[src/rtl/baud_gen_pkg.sv]
package baud_gen_pkg;

  // Control register layout: bit 0 enable, bit 1 fractional mode, bit 2 8x oversampling
  typedef struct packed {
    logic ovs8;
    logic frac;
    logic enable;
  } baud_ctrl_t;

  localparam int CTRL_BITS = 3;

endpackage

[src/rtl/baud_cfg_regs.sv]
module baud_cfg_regs
  import baud_gen_pkg::*;
#(
  parameter int DIV_W  = 16,
  parameter int ADDR_W = 2
) (
  input  logic              clk,
  input  logic              rst_n,
  input  logic              wr_en,
  input  logic [ADDR_W-1:0] wr_addr,
  input  logic [7:0]        wr_data,
  output logic [DIV_W-1:0]  divisor_o,
  output baud_ctrl_t        ctrl_o
);

  localparam int NBYTES = DIV_W / 8;
  localparam logic [ADDR_W-1:0] CTRL_ADDR = ADDR_W'(NBYTES);

  genvar g;
  generate
    for (g = 0; g < NBYTES; g++) begin : g_byte
      logic [7:0] byte_q;
      logic       byte_we;

      always_comb begin
        byte_we = wr_en && (wr_addr == ADDR_W'(g));
      end

      always_ff @(posedge clk or negedge rst_n) begin
        if (!rst_n) begin
          byte_q <= '0;
        end else if (byte_we) begin
          byte_q <= wr_data;
        end
      end

      assign divisor_o[g*8 +: 8] = byte_q;
    end
  endgenerate

  logic       ctrl_we;
  baud_ctrl_t ctrl_q;

  always_comb begin
    ctrl_we = wr_en && (wr_addr == CTRL_ADDR);
  end

  always_ff @(posedge clk or negedge rst_n) begin
    if (!rst_n) begin
      ctrl_q <= '0;
    end else if (ctrl_we) begin
      ctrl_q <= baud_ctrl_t'(wr_data[CTRL_BITS-1:0]);
    end
  end

  assign ctrl_o = ctrl_q;

endmodule

[src/rtl/baud_int_div.sv]
module baud_int_div #(
  parameter int DIV_W = 16
) (
  input  logic             clk,
  input  logic             rst_n,
  input  logic             active_i,
  input  logic [DIV_W-1:0] divisor_i,
  output logic             tick_o
);

  logic [DIV_W-1:0] cnt_q;
  logic [DIV_W-1:0] cnt_d;
  logic             wrap;

  always_comb begin
    wrap   = active_i && (cnt_q >= divisor_i);
    tick_o = wrap;
    if (!active_i || wrap) begin
      cnt_d = '0;
    end else begin
      cnt_d = cnt_q + DIV_W'(1);
    end
  end

  always_ff @(posedge clk or negedge rst_n) begin
    if (!rst_n) begin
      cnt_q <= '0;
    end else begin
      cnt_q <= cnt_d;
    end
  end

  // with a nonzero divisor, two raw ticks never fall in adjacent cycles
  a_r3_no_back_to_back: assert property (@(posedge clk) disable iff (!rst_n)
    (tick_o && divisor_i != '0) |=> (!tick_o || divisor_i == '0));

  // a zero divisor ticks on every active cycle
  a_r4_zero_div_every_cycle: assert property (@(posedge clk) disable iff (!rst_n)
    (active_i && divisor_i == '0) |-> tick_o);

endmodule

[src/rtl/baud_frac_acc.sv]
module baud_frac_acc #(
  parameter int DIV_W = 16
) (
  input  logic             clk,
  input  logic             rst_n,
  input  logic             active_i,
  input  logic [DIV_W-1:0] incr_i,
  output logic             tick_o
);

  logic [DIV_W-1:0] acc_q;
  logic [DIV_W-1:0] acc_d;
  logic [DIV_W:0]   sum;

  always_comb begin
    sum    = {1'b0, acc_q} + {1'b0, incr_i};
    tick_o = active_i && sum[DIV_W];
    acc_d  = active_i ? sum[DIV_W-1:0] : '0;
  end

  always_ff @(posedge clk or negedge rst_n) begin
    if (!rst_n) begin
      acc_q <= '0;
    end else begin
      acc_q <= acc_d;
    end
  end

  // a zero increment can never carry out of the accumulator
  a_r6_zero_incr_silent: assert property (@(posedge clk) disable iff (!rst_n)
    (incr_i == '0) |-> !tick_o);

endmodule

[src/rtl/baud_bit_div.sv]
module baud_bit_div #(
  parameter int OVS_HI = 16,
  parameter int OVS_LO = 8
) (
  input  logic clk,
  input  logic rst_n,
  input  logic active_i,
  input  logic ovs_lo_i,
  input  logic samp_i,
  output logic bit_o
);

  localparam int CNT_W = $clog2(OVS_HI);
  localparam logic [CNT_W-1:0] LAST_HI = CNT_W'(OVS_HI - 1);
  localparam logic [CNT_W-1:0] LAST_LO = CNT_W'(OVS_LO - 1);

  logic [CNT_W-1:0] cnt_q;
  logic [CNT_W-1:0] cnt_d;
  logic [CNT_W-1:0] last;
  logic             wrap;

  always_comb begin
    last  = ovs_lo_i ? LAST_LO : LAST_HI;
    wrap  = samp_i && (cnt_q >= last);
    bit_o = wrap;
    if (!active_i || wrap) begin
      cnt_d = '0;
    end else if (samp_i) begin
      cnt_d = cnt_q + CNT_W'(1);
    end else begin
      cnt_d = cnt_q;
    end
  end

  always_ff @(posedge clk or negedge rst_n) begin
    if (!rst_n) begin
      cnt_q <= '0;
    end else begin
      cnt_q <= cnt_d;
    end
  end

  // without a sample tick the sample count does not move
  a_r8_count_holds: assert property (@(posedge clk) disable iff (!rst_n)
    (active_i && !samp_i) |=> (!active_i || $stable(cnt_q)));

endmodule

[src/rtl/uart_baud_gen.sv]
module uart_baud_gen
  import baud_gen_pkg::*;
#(
  parameter int DIV_W  = 16,
  parameter int ADDR_W = 2,
  parameter int OVS_HI = 16,
  parameter int OVS_LO = 8
) (
  input  logic              clk,
  input  logic              rst_n,
  input  logic              wr_en,
  input  logic [ADDR_W-1:0] wr_addr,
  input  logic [7:0]        wr_data,
  output logic              sample_tick,
  output logic              bit_tick
);

  // Reset: asserted asynchronously, released through two flops
  logic [1:0] rst_pipe;
  logic       rst_sync_n;

  always_ff @(posedge clk or negedge rst_n) begin
    if (!rst_n) begin
      rst_pipe <= '0;
    end else begin
      rst_pipe <= {rst_pipe[0], 1'b1};
    end
  end

  assign rst_sync_n = rst_pipe[1];

  logic [DIV_W-1:0] rate;
  baud_ctrl_t       ctrl;

  baud_cfg_regs #(.DIV_W(DIV_W), .ADDR_W(ADDR_W)) u_regs (
    .clk       (clk),
    .rst_n     (rst_sync_n),
    .wr_en     (wr_en),
    .wr_addr   (wr_addr),
    .wr_data   (wr_data),
    .divisor_o (rate),
    .ctrl_o    (ctrl)
  );

  logic int_active;
  logic frac_active;
  logic int_tick;
  logic frac_tick;
  logic samp_raw;
  logic bit_raw;

  always_comb begin
    int_active  = ctrl.enable && !ctrl.frac;
    frac_active = ctrl.enable && ctrl.frac;
    samp_raw    = int_tick || frac_tick;
  end

  baud_int_div #(.DIV_W(DIV_W)) u_int (
    .clk       (clk),
    .rst_n     (rst_sync_n),
    .active_i  (int_active),
    .divisor_i (rate),
    .tick_o    (int_tick)
  );

  baud_frac_acc #(.DIV_W(DIV_W)) u_frac (
    .clk      (clk),
    .rst_n    (rst_sync_n),
    .active_i (frac_active),
    .incr_i   (rate),
    .tick_o   (frac_tick)
  );

  baud_bit_div #(.OVS_HI(OVS_HI), .OVS_LO(OVS_LO)) u_bit (
    .clk      (clk),
    .rst_n    (rst_sync_n),
    .active_i (ctrl.enable),
    .ovs_lo_i (ctrl.ovs8),
    .samp_i   (samp_raw),
    .bit_o    (bit_raw)
  );

  always_ff @(posedge clk or negedge rst_sync_n) begin
    if (!rst_sync_n) begin
      sample_tick <= 1'b0;
      bit_tick    <= 1'b0;
    end else begin
      sample_tick <= samp_raw;
      bit_tick    <= bit_raw;
    end
  end

  // a bit tick only ever coincides with a sample tick
  a_r7_bit_with_sample: assert property (@(posedge clk) disable iff (!rst_sync_n)
    bit_tick |-> sample_tick);

  // two disabled cycles in a row leave the sample output low
  a_r1_quiet_when_off: assert property (@(posedge clk) disable iff (!rst_sync_n)
    (!ctrl.enable && !$past(ctrl.enable)) |-> !sample_tick);

endmodule

[config.mk]
export PLATFORM = sky130hd
export DESIGN_NAME = uart_baud_gen
export DESIGN_NICKNAME = d
export VERILOG_FILES = /design/src/rtl/baud_gen_pkg.sv /design/src/rtl/baud_cfg_regs.sv /design/src/rtl/baud_int_div.sv /design/src/rtl/baud_frac_acc.sv /design/src/rtl/baud_bit_div.sv /design/src/rtl/uart_baud_gen.sv
export SDC_FILE = /design/constraint.sdc
export NUM_CORES = 1
export LEC_CHECK = 0
export BUFFER_PORTS_ARGS = -buffer_cell sky130_fd_sc_hd__buf_2
export CELL_PAD_IN_SITES_DETAIL_PLACEMENT = 0
export CELL_PAD_IN_SITES_GLOBAL_PLACEMENT = 1
export CORE_ASPECT_RATIO = 0.6
export CORE_UTILIZATION = 52
export CTS_BUF_LIST = sky130_fd_sc_hd__clkbuf_16
export DETAILED_ROUTE_END_ITERATION = 16
export GPL_TIMING_DRIVEN = 0
export PLACE_DENSITY_LB_ADDON = 0.08
export SYNTH_ARGS = -nofsm -noshare
export SYNTH_HDL_FRONTEND = slang
export SYNTH_SLANG_ARGS = --single-unit
[constraint.sdc]
create_clock -name clk -period 3.19 [get_ports clk]
set_clock_uncertainty 0.2 [all_clocks]
set_input_delay 0.1595 -clock clk [delete_from_list [all_inputs] [get_ports clk]]
set_output_delay 0.1595 -clock clk [all_outputs]
set_load 0.02 [all_outputs]
==> impl_metrics.py, run 1 <==
metrics = {
    "power": {
        "leakagePower_nw": 1.918,
        "power.density_nw_per_um2": 625.7,
        "ir_drop_uv": 401.0,
    },
    "floorplan": {
        "core_um2": 6248,
        "dieArea_um2": 6932,
        "row_count": 22,
        "die_x_um": 106.8,
        "initial_utilization_pct": 54.87,
        "die_height_um": 64.90,
        "ios": 15,
    },
    "grt": {
        "grt_first_pass_wirelength_um": 12900,
        "grt_pass1_vias": 2574,
        "grtUsageTotal_pct": 24.98,
        "antenna_found_initial": 0,
        "grt_max_degree": 31,
        "grt_remaining_overflow": 0,
    },
    "yosys": {
        "synth_xor_area_share_pct": 5.365,
        "ys_warn_count": 0,
        "synthCells": 347,
        "synth_area_leader_cell": "dfrtp_1",
        "synth.most_common_cell": "dfrtp_1",
        "netlist_area_um2": 3428,
        "ys_seq_area_share_pct": 43.07,
        "ys_seq_elements": 59,
        "synth_area_per_cell_um2": 9.880,
        "ys_types": 54,
        "muxShareOfSynthArea_pct": 4.234,
        "synth_area_leaders": "dfrtp_1, ha_1, nor2_1",
        "ys.flop_type": "dfrtp_1",
        "synth_fa_ha_area_share_pct": 13.36,
        "synth.top_cells.by_count": "dfrtp_1, nor2_1, ha_1, nand2_1, inv_1",
        "synth_top_family_by_area": "simple AND/OR/NAND/NOR gates",
        "synth_edf_count": 0,
        "yosys.area.top_type_share_pct": 43.07,
        "synth-simple-area-share_pct": 16.86,
        "synth_compound_area_share_pct": 13.98,
        "ys_async_sr_fraction_pct": 100.0,
        "synth_nets": 396,
    },
    "setup_path": {
        "worstSetupPathType": "reg2reg",
        "start_kind": "flip-flop",
        "reg2reg_depth": 9,
        "end_kind": "flip-flop",
        "reg2reg_to": "u_bit.cnt_q[3]$_DFFE_PN0P_",
        "critical_path_arrival_ns": 2.88,
        "path_max_fanout": 7,
        "cp.required_ns": 3.23,
        "reg2reg_slack_ns": 0.35,
        "timing.rr.start": "u_regs.g_byte[0].byte_q[0]$_DFFE_PN0P_",
    },
    "clock_network": {
        "clk_latency_ns": 0.32,
        "cts_tree": "done",
        "ctsResizeCount": 0,
        "numClockSinks": 59,
        "clkSlewWorstSetupHoldPaths_ns": 0.05,
        "clockBufferDepth": 2,
        "cts_buffers": 9,
        "ctsRootBufferMaster": "clkbuf_16",
        "holdBufCountCts": 10,
        "htreeDepth": 3,
        "post_cts_buffers": 0,
    },
    "route": {
        "route.vias.total": 2587,
        "wire_per_inst_um": 15.54,
        "detail_route.iter0.violations": 183,
        "first_pass_iters": 4,
        "vias_per_cell": 5.481,
        "antenna_left": 0,
        "routed_wl_um": 7337,
        "drc": 0,
    },
    "timing": {
        "fin_tns_setup_ns": 0,
        "period_minus_slack_ns": 2.840,
        "min_period_over_period_pct": 89.04,
        "finalHoldViolCount": 0,
        "max_slew_margin_pct": 42.79,
        "worst_slew_pin_slew_ns": 0.8563,
        "rsz0062_at_grt": "false",
        "fmax_mhz": 352.1,
        "drv_slew": 0,
        "finalSetupViolCount": 0,
    },
    "run_status": {
        "status": "finished clean",
    },
    "run": {
        "drv_cap": 0,
    },
    "hold_path": {
        "min_from": "wr_addr[1]",
        "holdPathEnd": "u_regs.g_byte[0].byte_q[1]$_DFFE_PN0P_",
        "hold_path.class": "in2reg",
        "hold_depth": 4,
    },
    "place": {
        "dp_hpwl_um": 5438,
        "routabilityCongestion": 0.8427,
        "port_buffers": 14,
    },
    "cells_and_area": {
        "drive_above_1_share_pct": 13.66,
        "multi_input_area_um2": 1848,
        "final_util_pct": 64.08,
        "area_growth_pct": 16.79,
        "fillers": 513,
        "seqCellArea_um2": 1478,
        "insertedDiodeCount": 0,
        "fin_nets": 432,
    },
}
## per-stage QoR
stage / setup WS (ns) / total power, W / hold slack, ns / instance area (µm²) / instances
finish: 0.3497 / 0.002505 / 0.05516 / 4004 / 472
global route: 0.2283 / 0.002673 / 0.07721 / 4004 / 472
CTS: 0.3474 / 0.002532 / 0.03612 / 4004 / 472
detailed placement: 0.3458 / 0.001600 / -0.2548 / 3625 / 446
global placement: 0.3984 / 0.001589 / -0.2561 / 3603 / 445
floorplan: 0.6988 / 0.001429 / -0.3361 / 3428 / 347
## worst max-delay path, stage by stage, from the launching register on
cell and delay, ns:
dfrtp_1 0.37, ha_1 0.22, inv_1 0.07, fa_1 0.38, and2b_2 0.26, o2111ai_2 0.18
nand4_2 0.21, a41oi_4 0.21, or4_1 0.55, o21ai_1 0.13
## where the power goes
| part | internal [W] | total, W | switching (W) |
|---|---|---|---|
| clock | 0.000587 | 0.000901 | 0.000314 |
| sequential | 0.000847 | 0.000927 | 0.0000797 |
| combinational | 0.000279 | 0.000677 | 0.000399 |
| total | 0.00171 | 0.00251 | 0.000792 |
## cells by family after synthesis
| family | Yosys count |
|---|---|
| mux | 13 |
| fa+ha+maj | 36 |
| compound gates | 68 |
| xor+xnor | 21 |
| simple gates | 123 |
| buf+inv | 26 |
| flops | 59 |
| other cells | 1 |
## sequential cells by signal, summed over array words and instances (netlist names)
register              flops
bit_tick                  1
rst_pipe                  2
sample_tick               1
u_bit.cnt_q               4
u_frac.acc_q             16
u_int.cnt_q              16
u_regs.ctrl_o             3
u_regs.g_byte.byte_q     16
## worst max-delay path by stage
| stage | startpoint | endpoint | depth (start not counted) |
|---|---|---|---|
| final | u_regs.g_byte[0].byte_q[0]$_DFFE_PN0P_ | u_bit.cnt_q[3]$_DFFE_PN0P_ | 9 |
| after global routing | u_regs.g_byte[0].byte_q[0]$_DFFE_PN0P_ | u_bit.cnt_q[3]$_DFFE_PN0P_ | 9 |
| after CTS | u_regs.g_byte[0].byte_q[0]$_DFFE_PN0P_ | u_bit.cnt_q[3]$_DFFE_PN0P_ | 9 |
| after detailed placement | u_regs.g_byte[0].byte_q[0]$_DFFE_PN0P_ | u_bit.cnt_q[3]$_DFFE_PN0P_ | 9 |
| after global placement | u_regs.g_byte[0].byte_q[0]$_DFFE_PN0P_ | u_bit.cnt_q[3]$_DFFE_PN0P_ | 9 |
| after floorplan | u_regs.g_byte[0].byte_q[0]$_DFFE_PN0P_ | u_bit.cnt_q[3]$_DFFE_PN0P_ | 9 |
## area by class of cell
class                           instances  share of cell area, %
Buffer                                  5                 0.6250
Clock buffer                            9                  5.625
Clock inverter                          7                  1.344
Inverter                               21                  1.969
Multi-Input combinational cell        262                  46.16
Sequential cell                        59                  36.91
Tap cell                               84                  2.625
Timing Repair Buffer                   25                  4.750
## per-layer routing
layer / track usage, % / share of wire [%] / up-vias
li1: - / - / 1304
met1: 38.24 / 56 / 1231
met2: 34.84 / 40 / 47
met3: 5.734 / 3.7 / 5
met4: 7.192 / 0.65 / 0
met5: 0 / 0 / -
## cell usage in the layout, fill, tap and decap left out, types with 10 or more instances in the layout
| cell type | count |
|---|---|
| xor2_1 | 10 |
| o21ai_0 | 15 |
| mux2_2 | 12 |
| dlygate4sd3_1 | 10 |
| inv_1 | 24 |
| ha_1 | 35 |
| buf_2 | 15 |
| nor2_1 | 40 |
| nand3_1 | 11 |
| dfrtp_1 | 58 |
| nand2_1 | 35 |
| xnor2_1 | 11 |
| a21oi_1 | 14 |
(Power assumes the default switching activity.)
==> run 2, diff against run 1 <==
--- a/config.mk
+++ b/config.mk
@@ -6,10 +6,10 @@
 export NUM_CORES = 1
 export LEC_CHECK = 0
 export BUFFER_PORTS_ARGS = -buffer_cell sky130_fd_sc_hd__buf_2
-export CELL_PAD_IN_SITES_DETAIL_PLACEMENT = 0
-export CELL_PAD_IN_SITES_GLOBAL_PLACEMENT = 1
+export CELL_PAD_IN_SITES_DETAIL_PLACEMENT = 1
+export CELL_PAD_IN_SITES_GLOBAL_PLACEMENT = 2
 export CORE_ASPECT_RATIO = 0.6
-export CORE_UTILIZATION = 52
+export CORE_UTILIZATION = 43
 export CTS_BUF_LIST = sky130_fd_sc_hd__clkbuf_16
 export DETAILED_ROUTE_END_ITERATION = 16
 export GPL_TIMING_DRIVEN = 0
==> run 2 against run 1 <==
Wire length grew 18%. Maximum frequency down 1.5%. Cell area is 0.12% lower. Total power fell by 1.7%. Largest cell class unchanged. Hold slack got worse by 0.0020 ns. Via count rose by 1.9%. Critical path depth is the same. Clock-buffer cell count unchanged. Critical path type unchanged. Worst setup slack worse by 0.042 ns. Register-to-register slack worse by 0.04 ns.
==> impl_metrics.py, run 2 (synthesis gave the netlist of run 1 again) <==
metrics = {
    "grt": {
        "grt_util_met2_pct": 35.42,
        "grtUsageTotal_pct": 24.16,
        "grt_pass1_vias": 2935,
        "gr-max-usage-layer": "met1",
        "grt_max_degree": 36,
        "grt_first_pass_wirelength_um": 14840,
        "gr-usage-met3_pct": 6.598,
        "antenna_found_initial": 0,
        "grt_remaining_overflow": 0,
        "grtUsageMet1_pct": 35.72,
    },
    "clock_network": {
        "post_cts_buffers": 0,
        "clkSlewWorstSetupHoldPaths_ns": 0.05,
        "cts_tree": "done",
        "htreeDepth": 3,
        "ctsRootBufferMaster": "clkbuf_16",
        "clk_latency_ns": 0.32,
        "holdBufCountCts": 10,
        "clockBufferDepth": 2,
        "ctsResizeCount": 0,
        "cts_buffers": 9,
        "numClockSinks": 59,
    },
    "hold_path": {
        "holdPathEnd": "u_regs.g_byte[0].byte_q[7]$_DFFE_PN0P_",
        "hold_depth": 4,
        "hold_path.class": "in2reg",
        "min_from": "wr_addr[1]",
    },
    "cells_and_area": {
        "fin_nets": 432,
        "fillers": 852,
        "seqCellArea_um2": 1478,
        "fin_area_um2": 3999,
        "final_cell_mix": "dfrtp_1, nor2_1, nand2_1, ha_1, inv_1",
        "multi_input_area_um2": 1848,
        "area_growth_pct": 16.64,
        "largest_registers": "u_frac.acc_q x16, u_int.cnt_q x16, u_regs.g_byte.byte_q x16",
        "layout_commonest_cell": "dfrtp_1",
        "drive_above_1_share_pct": 13.44,
        "insertedDiodeCount": 0,
    },
    "route": {
        "wire_per_inst_um": 17.69,
        "route.vias.total": 2637,
        "first_pass_iters": 4,
        "drc": 0,
        "antenna_left": 0,
        "routed_wl_um": 8687,
        "vias_per_cell": 5.371,
        "detail_route.iter0.violations": 89,
    },
    "setup_path": {
        "critical_path_arrival_ns": 2.94,
        "reg2reg_to": "u_frac.acc_q[10]$_DFF_PN0_",
        "reg2reg_depth": 9,
        "path_max_fanout": 3,
        "cp.required_ns": 3.25,
        "start_kind": "flip-flop",
        "end_kind": "flip-flop",
        "timing.rr.start": "u_regs.g_byte[0].byte_q[0]$_DFFE_PN0P_",
        "worstSetupPathType": "reg2reg",
        "reg2reg_slack_ns": 0.31,
    },
    "place": {
        "dpl_cell_area_um2": 3650,
        "dp_hpwl_um": 6553,
        "port_buffers": 14,
        "dp_slack_ns": 0.3137,
        "routabilityCongestion": 0.7596,
    },
    "timing": {
        "period_minus_slack_ns": 2.882,
        "setup_ws_ns": 0.3077,
        "fin_tns_setup_ns": 0,
        "finalHoldViolCount": 0,
        "drv_slew": 0,
        "finalSetupViolCount": 0,
        "max_slew_margin_pct": 46.09,
        "min_period_over_period_pct": 90.36,
        "worst_slew_pin_slew_ns": 0.8069,
        "fmax_mhz": 346.9,
        "rsz0062_at_grt": "false",
    },
    "floorplan": {
        "die_x_um": 117.3,
        "core_um2": 7477,
        "row_count": 24,
        "initial_utilization_pct": 45.85,
        "die_height_um": 71.17,
        "ios": 15,
        "dieArea_um2": 8346,
    },
    "power": {
        "power.density_nw_per_um2": 615.8,
        "ir_drop_uv": 367.2,
        "leakagePower_nw": 1.892,
    },
    "run_status": {
        "status": "finished clean",
    },
    "run": {
        "drv_cap": 0,
    },
}
==> run 2: worst max-delay path by stage <==
| stage | startpoint | slack [ns] | cells after the start | endpoint |
|---|---|---|---|---|
| floorplan | u_regs.g_byte[0].byte_q[0]$_DFFE_PN0P_ | 0.70 | 9 | u_bit.cnt_q[3]$_DFFE_PN0P_ |
| global placement | u_regs.g_byte[0].byte_q[0]$_DFFE_PN0P_ | 0.34 | 9 | u_bit.cnt_q[3]$_DFFE_PN0P_ |
| detailed placement | u_regs.g_byte[0].byte_q[0]$_DFFE_PN0P_ | 0.31 | 9 | u_frac.acc_q[10]$_DFF_PN0_ |
| CTS | u_regs.g_byte[0].byte_q[0]$_DFFE_PN0P_ | 0.30 | 9 | u_bit.cnt_q[3]$_DFFE_PN0P_ |
| global route | u_regs.g_byte[0].byte_q[0]$_DFFE_PN0P_ | 0.15 | 9 | u_frac.acc_q[10]$_DFF_PN0_ |
| finish | u_regs.g_byte[0].byte_q[0]$_DFFE_PN0P_ | 0.31 | 9 | u_frac.acc_q[10]$_DFF_PN0_ |
==> run 2: layer usage <==
| layer | share of wire (%) | vias to the layer above |
|---|---|---|
| li1 | - | 1299 |
| met1 | 54 | 1308 |
| met2 | 43 | 23 |
| met3 | 2.2 | 7 |
| met4 | 0.63 | 0 |
| met5 | 0 | - |
==> run 2: metrics by stage <==
stage	std cells	hold slack, ns	utilization, %	power (W)
2_1_floorplan	347	-0.3361	-	0.001429
4_1_cts	491	0.05789	53.48	0.002478
5_1_grt	491	0.08357	53.48	0.002613
3_5_place_dp	466	-0.2515	48.81	0.001632
6_report	491	0.05315	53.48	0.002463
3_3_place_gp	465	-0.2562	48.53	0.001610
==> run 2: cell type report <==
class / instances / area share [%]
Tap cell: 104 / 3.254
Multi-Input combinational cell: 262 / 46.21
Sequential cell: 59 / 36.95
Timing Repair Buffer: 25 / 4.756
Inverter: 21 / 1.971
Clock inverter: 6 / 0.5945
Clock buffer: 9 / 5.632
Buffer: 5 / 0.6258
==> run 2: power breakdown <==
group / total [W] / switching, W / internal, W
registers: 0.000933 / 0.0000854 / 0.000847
logic: 0.000706 / 0.000424 / 0.000282
clock network: 0.000824 / 0.000319 / 0.000505
==> run 2: critical path, stage by stage (launching register included) <==
cell	delay (ns)
dfrtp_1	0.38
ha_1	0.21
inv_1	0.07
fa_1	0.38
and2b_2	0.26
o2111ai_2	0.17
a21boi_0	0.40
o21bai_1	0.19
a2111o_1	0.45
nand3_1	0.10
